`src/rtl/cfgs_pkg.sv`:
```
package cfgs_pkg;

  // Content of stored byte idx for a given seed.
  function automatic logic [7:0] cfgs_byte(input int unsigned idx, input logic [7:0] seed);
    int unsigned mix;
    mix = (idx * 29 + 32'(seed)) ^ (idx >> 2);
    return mix[7:0];
  endfunction

endpackage

```
`src/rtl/cfgs_rom.sv`:
```
// Read-only store with a registered read port, so block RAM can be inferred.
module cfgs_rom #(
  parameter int          LEN    = 32,
  parameter logic [7:0]  SEED   = 8'h5A,
  parameter int          ADDR_W = $clog2(LEN + 1)
) (
  input  logic              clk,
  input  logic [ADDR_W-1:0] raddr,
  output logic [7:0]        rdata
);
  localparam int IDX_W = (LEN > 1) ? $clog2(LEN) : 1;

  logic [7:0] tbl [LEN];

  for (genvar g = 0; g < LEN; g++) begin : g_fill
    assign tbl[g] = cfgs_pkg::cfgs_byte(g, SEED);
  end

  always_ff @(posedge clk) begin
    if (raddr < ADDR_W'(LEN)) rdata <= tbl[raddr[IDX_W-1:0]];
    else                      rdata <= 8'h00;
  end
endmodule

```
`src/rtl/cfgs_seq.sv`:
```
// Tracks the read position (byte address and bit index) and the exhaustion flag.
module cfgs_seq #(
  parameter int LEN    = 32,
  parameter int ADDR_W = $clog2(LEN + 1)
) (
  input  logic              clk,
  input  logic              rst,
  input  logic              step,
  input  logic              par,
  output logic [ADDR_W-1:0] addr,
  output logic [ADDR_W-1:0] addr_nxt,
  output logic [2:0]        bit_idx,
  output logic              done
);
  logic [2:0] bit_nxt;
  logic       done_nxt;
  logic       last_item;
  logic       byte_end;

  always_comb begin
    byte_end  = par || (bit_idx == 3'd7);
    last_item = (addr == ADDR_W'(LEN - 1)) && byte_end;
    addr_nxt  = addr;
    bit_nxt   = bit_idx;
    done_nxt  = done;
    if (rst) begin
      addr_nxt = '0;
      bit_nxt  = 3'd0;
      done_nxt = 1'b0;
    end else if (step) begin
      if (byte_end) begin
        addr_nxt = addr + 1'b1;
        bit_nxt  = 3'd0;
      end else begin
        bit_nxt  = bit_idx + 3'd1;
      end
      done_nxt = last_item;
    end
  end

  always_ff @(posedge clk) begin
    addr    <= addr_nxt;
    bit_idx <= bit_nxt;
    done    <= done_nxt;
  end
endmodule

```
`src/rtl/cfgs_out.sv`:
```
// Output register: selects the whole byte or one bit and registers data and enable.
module cfgs_out (
  input  logic       clk,
  input  logic       rst,
  input  logic       step,
  input  logic       par,
  input  logic [7:0] rom_q,
  input  logic [2:0] bit_idx,
  output logic [7:0] dout,
  output logic       doe
);
  logic [7:0] item;

  always_comb begin
    if (par) item = rom_q;
    else     item = {7'b0, rom_q[3'd7 - bit_idx]};
  end

  always_ff @(posedge clk) begin
    if (rst) begin
      dout <= 8'h00;
      doe  <= 1'b0;
    end else begin
      doe  <= step;
      dout <= step ? item : 8'h00;
    end
  end
endmodule

```
`src/rtl/cfgs_stream.sv`:
```
module cfgs_stream #(
  parameter int         LEN  = 32,
  parameter logic [7:0] SEED = 8'h5A
) (
  input  logic       clk,
  input  logic       chip_en,
  input  logic       out_en,
  input  logic       par_mode,
  output logic [7:0] data_out,
  output logic       data_oe,
  output logic       casc_en
);
  localparam int ADDR_W = $clog2(LEN + 1);

  logic              rst;
  logic              step;
  logic              done;
  logic [ADDR_W-1:0] addr;
  logic [ADDR_W-1:0] addr_nxt;
  logic [2:0]        bit_idx;
  logic [7:0]        rom_q;

  assign rst     = ~out_en;
  assign step    = chip_en & out_en & ~done;
  assign casc_en = done;

  cfgs_seq #(.LEN(LEN), .ADDR_W(ADDR_W)) u_seq (
    .clk(clk), .rst(rst), .step(step), .par(par_mode),
    .addr(addr), .addr_nxt(addr_nxt), .bit_idx(bit_idx), .done(done)
  );

  cfgs_rom #(.LEN(LEN), .SEED(SEED), .ADDR_W(ADDR_W)) u_rom (
    .clk(clk), .raddr(addr_nxt), .rdata(rom_q)
  );

  cfgs_out u_out (
    .clk(clk), .rst(rst), .step(step), .par(par_mode),
    .rom_q(rom_q), .bit_idx(bit_idx), .dout(data_out), .doe(data_oe)
  );
endmodule

```
`config.mk`:
```
export PLATFORM = sky130hd
export DESIGN_NAME = cfgs_stream
export DESIGN_NICKNAME = d
export VERILOG_FILES = /design/src/rtl/cfgs_pkg.sv /design/src/rtl/cfgs_rom.sv /design/src/rtl/cfgs_seq.sv /design/src/rtl/cfgs_out.sv /design/src/rtl/cfgs_stream.sv
export SDC_FILE = /design/constraint.sdc
export NUM_CORES = 1
export LEC_CHECK = 0
export ABC_AREA = 1
export BUFFER_PORTS_ARGS = -buffer_cell sky130_fd_sc_hd__buf_2
export CAP_MARGIN = 20
export CORE_MARGIN = 3
export CORE_UTILIZATION = 40
export CTS_BUF_LIST = sky130_fd_sc_hd__clkbuf_2 sky130_fd_sc_hd__clkbuf_4 sky130_fd_sc_hd__clkbuf_8
export DETAILED_ROUTE_END_ITERATION = 6
export PLACE_DENSITY = 0.64
export REMOVE_ABC_BUFFERS = 1
export SLEW_MARGIN = 20
export SYNTH_ARGS = -nofsm -noshare
export SYNTH_HDL_FRONTEND = slang
export SYNTH_HIERARCHICAL = 1
export SYNTH_SLANG_ARGS = --single-unit
```
`constraint.sdc`:
```
create_clock -name clk -period 6.18 [get_ports clk]
set_input_delay 0.309 -clock clk [delete_from_list [all_inputs] [get_ports clk]]
set_output_delay 0.309 -clock clk [all_outputs]
set_load 0.02 [all_outputs]
```
==> results.yml, run 1 <==
layout:
  multi_input_area_um2: 716
  fillerInstances: 350
  final_cells: 260
  final_cell_mix: "nand2_1 (49), inv_1 (27), dfxtp_1 (27), nor2_1 (25), nand3_1 (22)"
  finish.utilization_pct: 47.9
  area_growth_pct: 8.31
  drive_above_1_share_pct: 13.0
  fin_nets: 232
  n_antenna_cell: 0
  design_area_um2: 1530
  register_area_um2: 541
  mostFrequentLayoutCell: "nand2_1"
detailed_routing:
  drt_wl_total_um: 2620
  top_layer_used: "met4"
  wire_per_inst_um: 10.1
  vias: 1196
  met1_length_um: 1330
  wl_met3_um: 96
  via_per_inst: 4.60
  first_pass_iters: 4
  dr_wl_met2_um: 1170
  drtIter0Drc: 55
  drc_errors: 0
  postRouteAntennaNets: 0
synth:
  synth_cell_types: 23
  synth_fa_ha_area_share_pct: 9.73
  synth_top_family_by_area: "simple AND/OR/NAND/NOR gates"
  syn_avg_cell_area_um2: 7.01
  netlist_instances: 202
  synth_compound_area_share_pct: 7.78
  yosys.area_share.simple_pct: 32.4
  synthXorXnorAreaFrac_pct: 0.619
  ys_seq_area_share_pct: 38.2
  yosysWarnings: 6
  ys_seq_elements: 27
  synthMuxAreaShare_pct: 0
  netlist_area_um2: 1420
place:
  dp_cells: 256
  post-place-ws_ps: 3350
  gp_congestion: 0.815
  dpl.hpwl_um: 1960
  post_dp_cell_area_um2: 1510
  port_buffers: 13
global_routing:
  grt_overflow: 0
  antenna_found_initial: 0
  grt_start_max_net_pins: 16
  grt_pass1_wl_um: 4440
  track_usage_pct: 13.0
  grt_pass1_vias: 1069
sta:
  finalClockSkew_ps: 1.99
  setup_violations: 0
  fin_tns_setup_ps: 0
  relSlewSlack_pct: 35.5
  fin_crit_sh_pct: 45.4
  max_clock_freq_ghz: 0.356
  fin_ws_ps: 3370
  report.final.slew_viol_count: 0
  grt_setup_unrepaired: "no"
  tightest_slew_ps: 968
  hold_viol_final: 0
  final.min_clock_period_ps: 2810
  hold_ws_ps: 314
critical_path:
  cp-end-kind: "flop"
  worstSetupStartpointType: "flop"
  slowest_delay_ps: 740
  crit_fanout: 12
  cp.arrival_ps: 3000
  slowest_stage: "a21oi_1"
  path_cells: "ha_1, ha_1, nor2_2, nor2_4, nand3_1, nand2_1, a21oi_1, inv_4, ha_1, nor2_1, nand2_1, nand3_1, a21oi_1"
  cp_top_family: "compound AO/OA/AOI/OAI gates"
  required_ps: 6380
  cp_common_cell: "ha_1"
  path_class: "flop to flop"
  cp_num_buf_inv: 1
pwr:
  ir_worst_vdd_uv: 69.6
  p_leak_nw: 0.755
  p_per_area_nw_per_um2: 188
  total_power_mw: 0.289
clock_tree:
  cts-htree-levels: 1
  worstSkewPairLatency_ps: 310
  cts_tree: "yes"
  clockBufferDepth: 2
  cts_buffers: 3
  clk_pin_slew_ps: 140
  post_cts_buffers: 0
  ctsHoldBuffers: 0
  clock_sinks: 27
  root_buffer: "clkbuf_4"
  ctsResizeCount: 0
floorplan:
  die_area_um2: 4290
  start_util_pct: 44.2
  die_y_um: 65.5
  core-area_um2: 3200
  dieWidth_um: 65.5
  rows: 20
  io_pins: 14
worst_hold_path:
  min_path_type: "input pin to flop"
flow_run:
  maxCapViolations: 0
status:
  status: "finished clean"
[sequential cells by signal, summed over array words and instances, names as in the netlist]
name and count:
u_out/dout 8, u_rom/rdata 8, u_out/doe 1, u_seq/done 1
u_seq/addr 6, u_seq/bit_idx 3
[cells by family (layout without fill, tap and decap cells)]
group,after synthesis,in the layout
AOI/OAI and AO/OA,21,21
xor gates and xnor gates,1,1
adders and majority gates,11,11
buffers and inverters,36,50
DFF,27,27
and+or+nand+nor,106,106
[area by class of cell]
class | count | share of cell area [%]
Clock buffer | 3 | 1.47
Clock inverter | 1 | 0.327
Inverter | 33 | 8.41
Multi-Input combinational cell | 139 | 46.7
Sequential cell | 27 | 35.3
Tap cell | 44 | 3.59
Timing Repair Buffer | 13 | 4.24
[where the power goes]
group | internal (mW) | switching [mW]
Clock | 0.0242 | 0.0497
Combinational | 0.0112 | 0.0202
Sequential | 0.180 | 0.00358
Total | 0.215 | 0.0735
[layer usage]
metal | vias up | global-route usage (%)
met4 | 0 | 4.15
li1 | 659 | -
met1 | 513 | 17.2
met5 | - | 0
met2 | 20 | 20.9
met3 | 4 | 2.91
[worst min-delay path, stage by stage]
cell and delay [ps]:
buf_2 80, inv_1 90, a21oi_1 120
[synth_stat cells]
cell type,instances,area (um2)
nand3_2,1,10.0
inv_4,2,12.5
nor2_2,2,12.5
buf_4,1,7.51
o21ai_1,1,5.00
a21oi_1,12,60.1
inv_1,27,101
nand3_1,22,110
nor2_1,25,93.8
nand3b_1,1,7.51
nand2_1,49,184
o21ai_0,6,30.0
nor2_4,1,11.3
xnor2_1,1,8.76
nand4_1,3,18.8
inv_2,4,15.0
or2_1,1,6.26
ha_1,11,138
dfxtp_1,27,541
a31oi_1,1,6.26
buf_6,2,22.5
nor3_1,1,5.00
a21oi_2,1,8.76
[path summary, 6_finish.rpt]
| check | from | endpoint | slack (ps) | depth (start not counted) |
|---|---|---|---|---|
| setup / recovery | u_seq/bit_idx[0] | u_rom/rdata[6] | 3370 | 13 |
| hold / removal | out_en | u_seq/bit_idx[2] | 310 | 3 |
| setup reg to reg | u_seq/bit_idx[0] | u_rom/rdata[6] | 3370 | 13 |
| hold reg to reg | u_rom/rdata[3] | u_out/dout[3] | 440 | 2 |
Note: power is estimated with default switching activity, not from simulation.
==> inputs of run 2 (changes only) <==
Clock period 6.18 ns to 2.65 ns, I/O delays scaled along.
==> run 2 against run 1 <==
Effect of this change: sequential share of layout area decreased by 1.3 points; flip-flop and latch count is the same; clock skew increased by 8.1 ps; first-iteration DRC count is 18% higher; critical endpoint unchanged.
==> results.yml, run 2 (synthesis gave the netlist of run 1 again) <==
layout:
  fin_nets: 239
  register_area_um2: 541
  final_cell_mix: "nand2_1 (49), inv_1 (27), dfxtp_1 (27), nor2_1 (24), nand3_1 (22)"
  drive_above_1_share_pct: 16.1
  area_growth_pct: 12.4
  mostFrequentLayoutCell: "nand2_1"
  n_antenna_cell: 0
  reg_top3: "u_out/dout: 8 flops, u_rom/rdata: 8 flops, u_seq/addr: 6 flops"
  fillerInstances: 340
  multi_input_area_um2: 718
floorplan:
  start_util_pct: 44.2
  die_area_um2: 4290
  die_y_um: 65.5
  dieWidth_um: 65.5
  io_pins: 14
  core-area_um2: 3200
  rows: 20
global_routing:
  grt_pass1_vias: 982
  antenna_found_initial: 0
  grt_pass1_wl_um: 4280
  track_usage_pct: 12.5
  grt_start_max_net_pins: 17
  grt_overflow: 0
critical_path:
  crit_fanout: 8
  cp_num_buf_inv: 2
  path_cells: "ha_1, ha_1, inv_2, nand2_1, nand2_1, o21ai_0, nor2_2, inv_1, ha_1, nand2_1, nand2_1, nand2_1, nand2_1, nand2_1, a21oi_1"
  cp-end-kind: "flop"
  cp.arrival_ps: 2590
  cp_top_family: "adder cells"
  path_class: "flop to flop"
  cp_common_cell: "nand2_1"
  worstSetupStartpointType: "flop"
  slowest_delay_ps: 410
  rrSetupSlack_ps: 330
  required_ps: 2920
  slowest_stage: "dfxtp_1"
sta:
  fin_tns_setup_ps: 0
  final.min_clock_period_ps: 2320
  fin_crit_sh_pct: 87.6
  report.final.slew_viol_count: 0
  hold_viol_final: 0
  fin_ws_ps: 329
  finalClockSkew_ps: 10.1
  relSlewSlack_pct: 62.8
  max_clock_freq_ghz: 0.431
  grt_setup_unrepaired: "no"
  setup_violations: 0
  tightest_slew_ps: 555
pwr:
  p_per_area_nw_per_um2: 429
  ir_worst_vdd_uv: 259
  p_leak_nw: 0.789
clock_tree:
  cts-htree-levels: 1
  ctsHoldBuffers: 0
  worstSkewPairLatency_ps: 320
  cts_tree: "yes"
  clk_pin_slew_ps: 150
  cts_buffers: 3
  clockBufferDepth: 2
  root_buffer: "clkbuf_4"
  clock_sinks: 27
detailed_routing:
  drc_errors: 0
  first_pass_iters: 4
  vias: 1209
  wire_per_inst_um: 9.30
  postRouteAntennaNets: 0
  via_per_inst: 4.53
  drtIter0Drc: 65
  drt_wl_total_um: 2480
status:
  status: "finished clean"
worst_hold_path:
  min_path_type: "input pin to flop"
flow_run:
  maxCapViolations: 0
place:
  gp_congestion: 0.825
  post-place-ws_ps: 105
  port_buffers: 13
  dpl.hpwl_um: 1940
## run 2: metrics by stage
step	util (%)	hold slack (ps)	std cells	total power [mW]	cell area, um2
2_1_floorplan	-	324	199	0.491	1390
3_3_place_gp	48.2	419	261	0.511	1540
3_5_place_dp	48.2	418	261	0.511	1540
4_1_cts	49.1	121	265	0.687	1570
5_1_grt	49.6	145	267	0.715	1590
6_report	49.6	139	267	0.682	1590
## run 2: what timing repair did
action / in CTS / in global routing
setup endpoints to repair: 0 / 3
setup buffers: 0 / 2
gates resized for setup: 0 / 1
## run 2: layout make-up
| class | count | share of cell area, % |
|---|---|---|
| inverters | 33 | 8.10 |
| clock inverters | 1 | 0.472 |
| well taps | 44 | 3.46 |
| repair buffers | 20 | 7.40 |
| flip-flops and latches | 27 | 34.0 |
| multi-input cells | 139 | 45.2 |
| clock buffers | 3 | 1.42 |
## run 2: metal layers
layer	share of wire [%]	global-route usage [%]	routed length [um]	vias up
li1	-	-	-	675
met1	52	17.1	1280	516
met2	44	19.7	1100	16
met3	3.5	3.08	87	2
met4	0.56	3.11	14	0
met5	0	0	0	-
## run 2: path summary, 6_finish.rpt
path,start,endpoint,cells past startpoint
worst max register to register,u_seq/bit_idx[0],u_rom/rdata[6],15
worst max-delay path,u_seq/bit_idx[0],u_rom/rdata[6],15
worst min register to register,u_rom/rdata[5],u_out/dout[5],2
worst min-delay path,out_en,u_seq/bit_idx[2],3
## run 2: worst min-delay path, cell delays in order
cell and delay (ps):
buf_2 80, inv_1 90, a21oi_1 120
## run 2: report_power, final
group / switching, mW / total [mW] / internal (mW) / leakage, nW
registers: 0.00825 / 0.428 / 0.419 / 0.220
clock network: 0.119 / 0.177 / 0.0576 / 0.0139
logic: 0.0471 / 0.0773 / 0.0302 / 0.555
==> inputs of run 3 (changes only) <==
Settings changed: CORE_UTILIZATION 40 to 45, PLACE_DENSITY 0.64 to 0.69.
==> run 3 against run 2 <==
Effect of this change: hold slack hardly changed; cell count is 0.37% lower; flip-flop and latch count stayed put; highest routed layer unchanged; clock power hardly changed; worst setup slack worse by 95 ps; critical endpoint is now u_rom/rdata[7].
==> results.yml, run 3 (synthesis gave the netlist of run 1 again) <==
sta:
  finalClockSkew_ps: 4.12
  grt_setup_unrepaired: "no"
  hold_viol_final: 0
  fin_tns_setup_ps: 0
  tightest_slew_ps: 576
  final.min_clock_period_ps: 2420
  relSlewSlack_pct: 61.5
  hold_ws_ps: 138
  setup_violations: 0
  max_clock_freq_ghz: 0.414
  report.final.slew_viol_count: 0
  fin_crit_sh_pct: 91.2
critical_path:
  worstSetupStartpointType: "flop"
  slowest_stage: "dfxtp_1"
  r2r-start: "u_seq/bit_idx[0]"
  crit_fanout: 12
  timing.rr.end: "u_rom/rdata[7]"
  path_cells: "ha_1, ha_1, nor2_2, nor2_4, buf_4, nand3_1, nand2_1, a21oi_1, buf_4, inv_4, ha_1, a21oi_1, a31oi_1"
  cp-startpoint: "u_seq/bit_idx[0]"
  required_ps: 2860
  cp_num_buf_inv: 3
  slowest_delay_ps: 410
  cp.arrival_ps: 2630
  endpoint: "u_rom/rdata[7]"
  cp-end-kind: "flop"
  cp_top_family: "adder cells"
  path_depth: 13
  cp_common_cell: "ha_1"
  path_class: "flop to flop"
  rrSetupSlack_ps: 230
  r2r.worst_path.cells: 13
layout:
  fillerInstances: 292
  drive_above_1_share_pct: 16.5
  final_cell_mix: "nand2_1 (49), inv_1 (27), dfxtp_1 (27), nor2_1 (24), nand3_1 (22)"
  reg_top3: "u_out/dout: 8 flops, u_rom/rdata: 8 flops, u_seq/addr: 6 flops"
  n_antenna_cell: 0
  mostFrequentLayoutCell: "nand2_1"
  fin_nets: 240
  area_growth_pct: 12.7
detailed_routing:
  via_per_inst: 4.69
  postRouteAntennaNets: 0
  wire_per_inst_um: 10.1
  drc_errors: 0
  drtIter0Drc: 50
  vias: 1248
  first_pass_iters: 4
  drt_wl_total_um: 2680
global_routing:
  grt_overflow: 0
  grt_pass1_vias: 1096
  grt_pass1_wl_um: 4710
  grt_start_max_net_pins: 17
  antenna_found_initial: 0
  track_usage_pct: 15.9
pwr:
  ir_worst_vdd_uv: 181
  total_power_mw: 0.685
  seq_power_share_pct: 62.4
  p_int_mw: 0.508
  swShare_pct: 25.9
  p_per_area_nw_per_um2: 430
  p_leak_nw: 0.794
  power.share.clock_pct: 26.0
  p_sw_mw: 0.178
  pwr-share-comb_pct: 11.6
floorplan:
  io_pins: 14
  core-area_um2: 2880
  die_y_um: 62.1
  dieWidth_um: 62.1
  start_util_pct: 49.2
  die_area_um2: 3850
  rows: 19
flow_run:
  maxCapViolations: 0
clock_tree:
  worstSkewPairLatency_ps: 320
  clk_pin_slew_ps: 150
  cts_buffers: 3
  clockBufferDepth: 2
  cts_tree: "yes"
  clock_sinks: 27
  cts-htree-levels: 1
  root_buffer: "clkbuf_4"
place:
  port_buffers: 13
  gp_congestion: 0.872
  dpl.hpwl_um: 2040
worst_hold_path:
  min_path_type: "input pin to flop"
status:
  status: "finished clean"
==> run 3: repair_timing <==
| action | 4_1_cts | 5_1_grt |
|---|---|---|
| endpoints found under the setup margin | 0 | 7 |
| hold buffers | 0 | 0 |
| gates resized for setup | 0 | 1 |
| setup buffers | 0 | 2 |
==> run 3: worst register-to-register path, cell delays in order (launching register included) <==
cell,delay (ps)
dfxtp_1,410
ha_1,230
ha_1,210
nor2_2,200
nor2_4,50
buf_4,150
nand3_1,60
nand2_1,50
a21oi_1,120
buf_4,210
inv_4,80
ha_1,280
a21oi_1,150
a31oi_1,110
==> run 3: per-layer routing <==
metal  track usage, %  up-vias  share of wire, %
li1                 -      674                 -
met5                0        -                 0
met3             2.48        2               2.5
met1             22.2      559                52
met4             3.03        0              0.30
met2             25.9       13                45
==> run 3: metrics by stage <==
step           instances  utilization (%)  instance area (um2)  worst slack [ps]
6_report             266             55.5                 1600               234
2_1_floorplan        199                -                 1390               221
3_3_place_gp         260             53.8                 1550               172
4_1_cts              264             54.8                 1580              74.2
3_5_place_dp         260             53.8                 1550               106
5_1_grt              266             55.5                 1600              27.9
==> run 3: layout make-up <==
| class | instances | area [um2] | share of cell area (%) |
|---|---|---|---|
| clock buffer | 3 | 22.5 | 1.41 |
| sequential | 27 | 541 | 33.9 |
| tap | 42 | 52.6 | 3.29 |
| timing repair buffer | 21 | 125 | 7.84 |
| clock inverter | 1 | 7.51 | 0.471 |
| inverter | 33 | 129 | 8.08 |
| multi-input combinational | 139 | 718 | 45.0 |
==> run 3: worst min path at each step <==
stage,start,end,slack (ps),cells after the start
after CTS,out_en,u_seq/done,130,3
after detailed placement,u_rom/rdata[3],u_out/dout[3],420,2
after floorplan,par_mode,u_seq/bit_idx[1],320,3
after global placement,u_rom/rdata[7],u_out/dout[7],420,2
final,out_en,u_seq/done,140,3
after global routing,out_en,u_seq/done,160,3
==> run 3: power by group through the flow <==
stage                     clock network (mW)  logic [mW]  registers, mW
final                                  0.178      0.0797          0.428
after detailed placement                   0      0.0762          0.437
after global placement                     0      0.0751          0.437
after floorplan                            0      0.0520          0.439
after global routing                   0.202      0.0917          0.430
after CTS                              0.188      0.0769          0.428
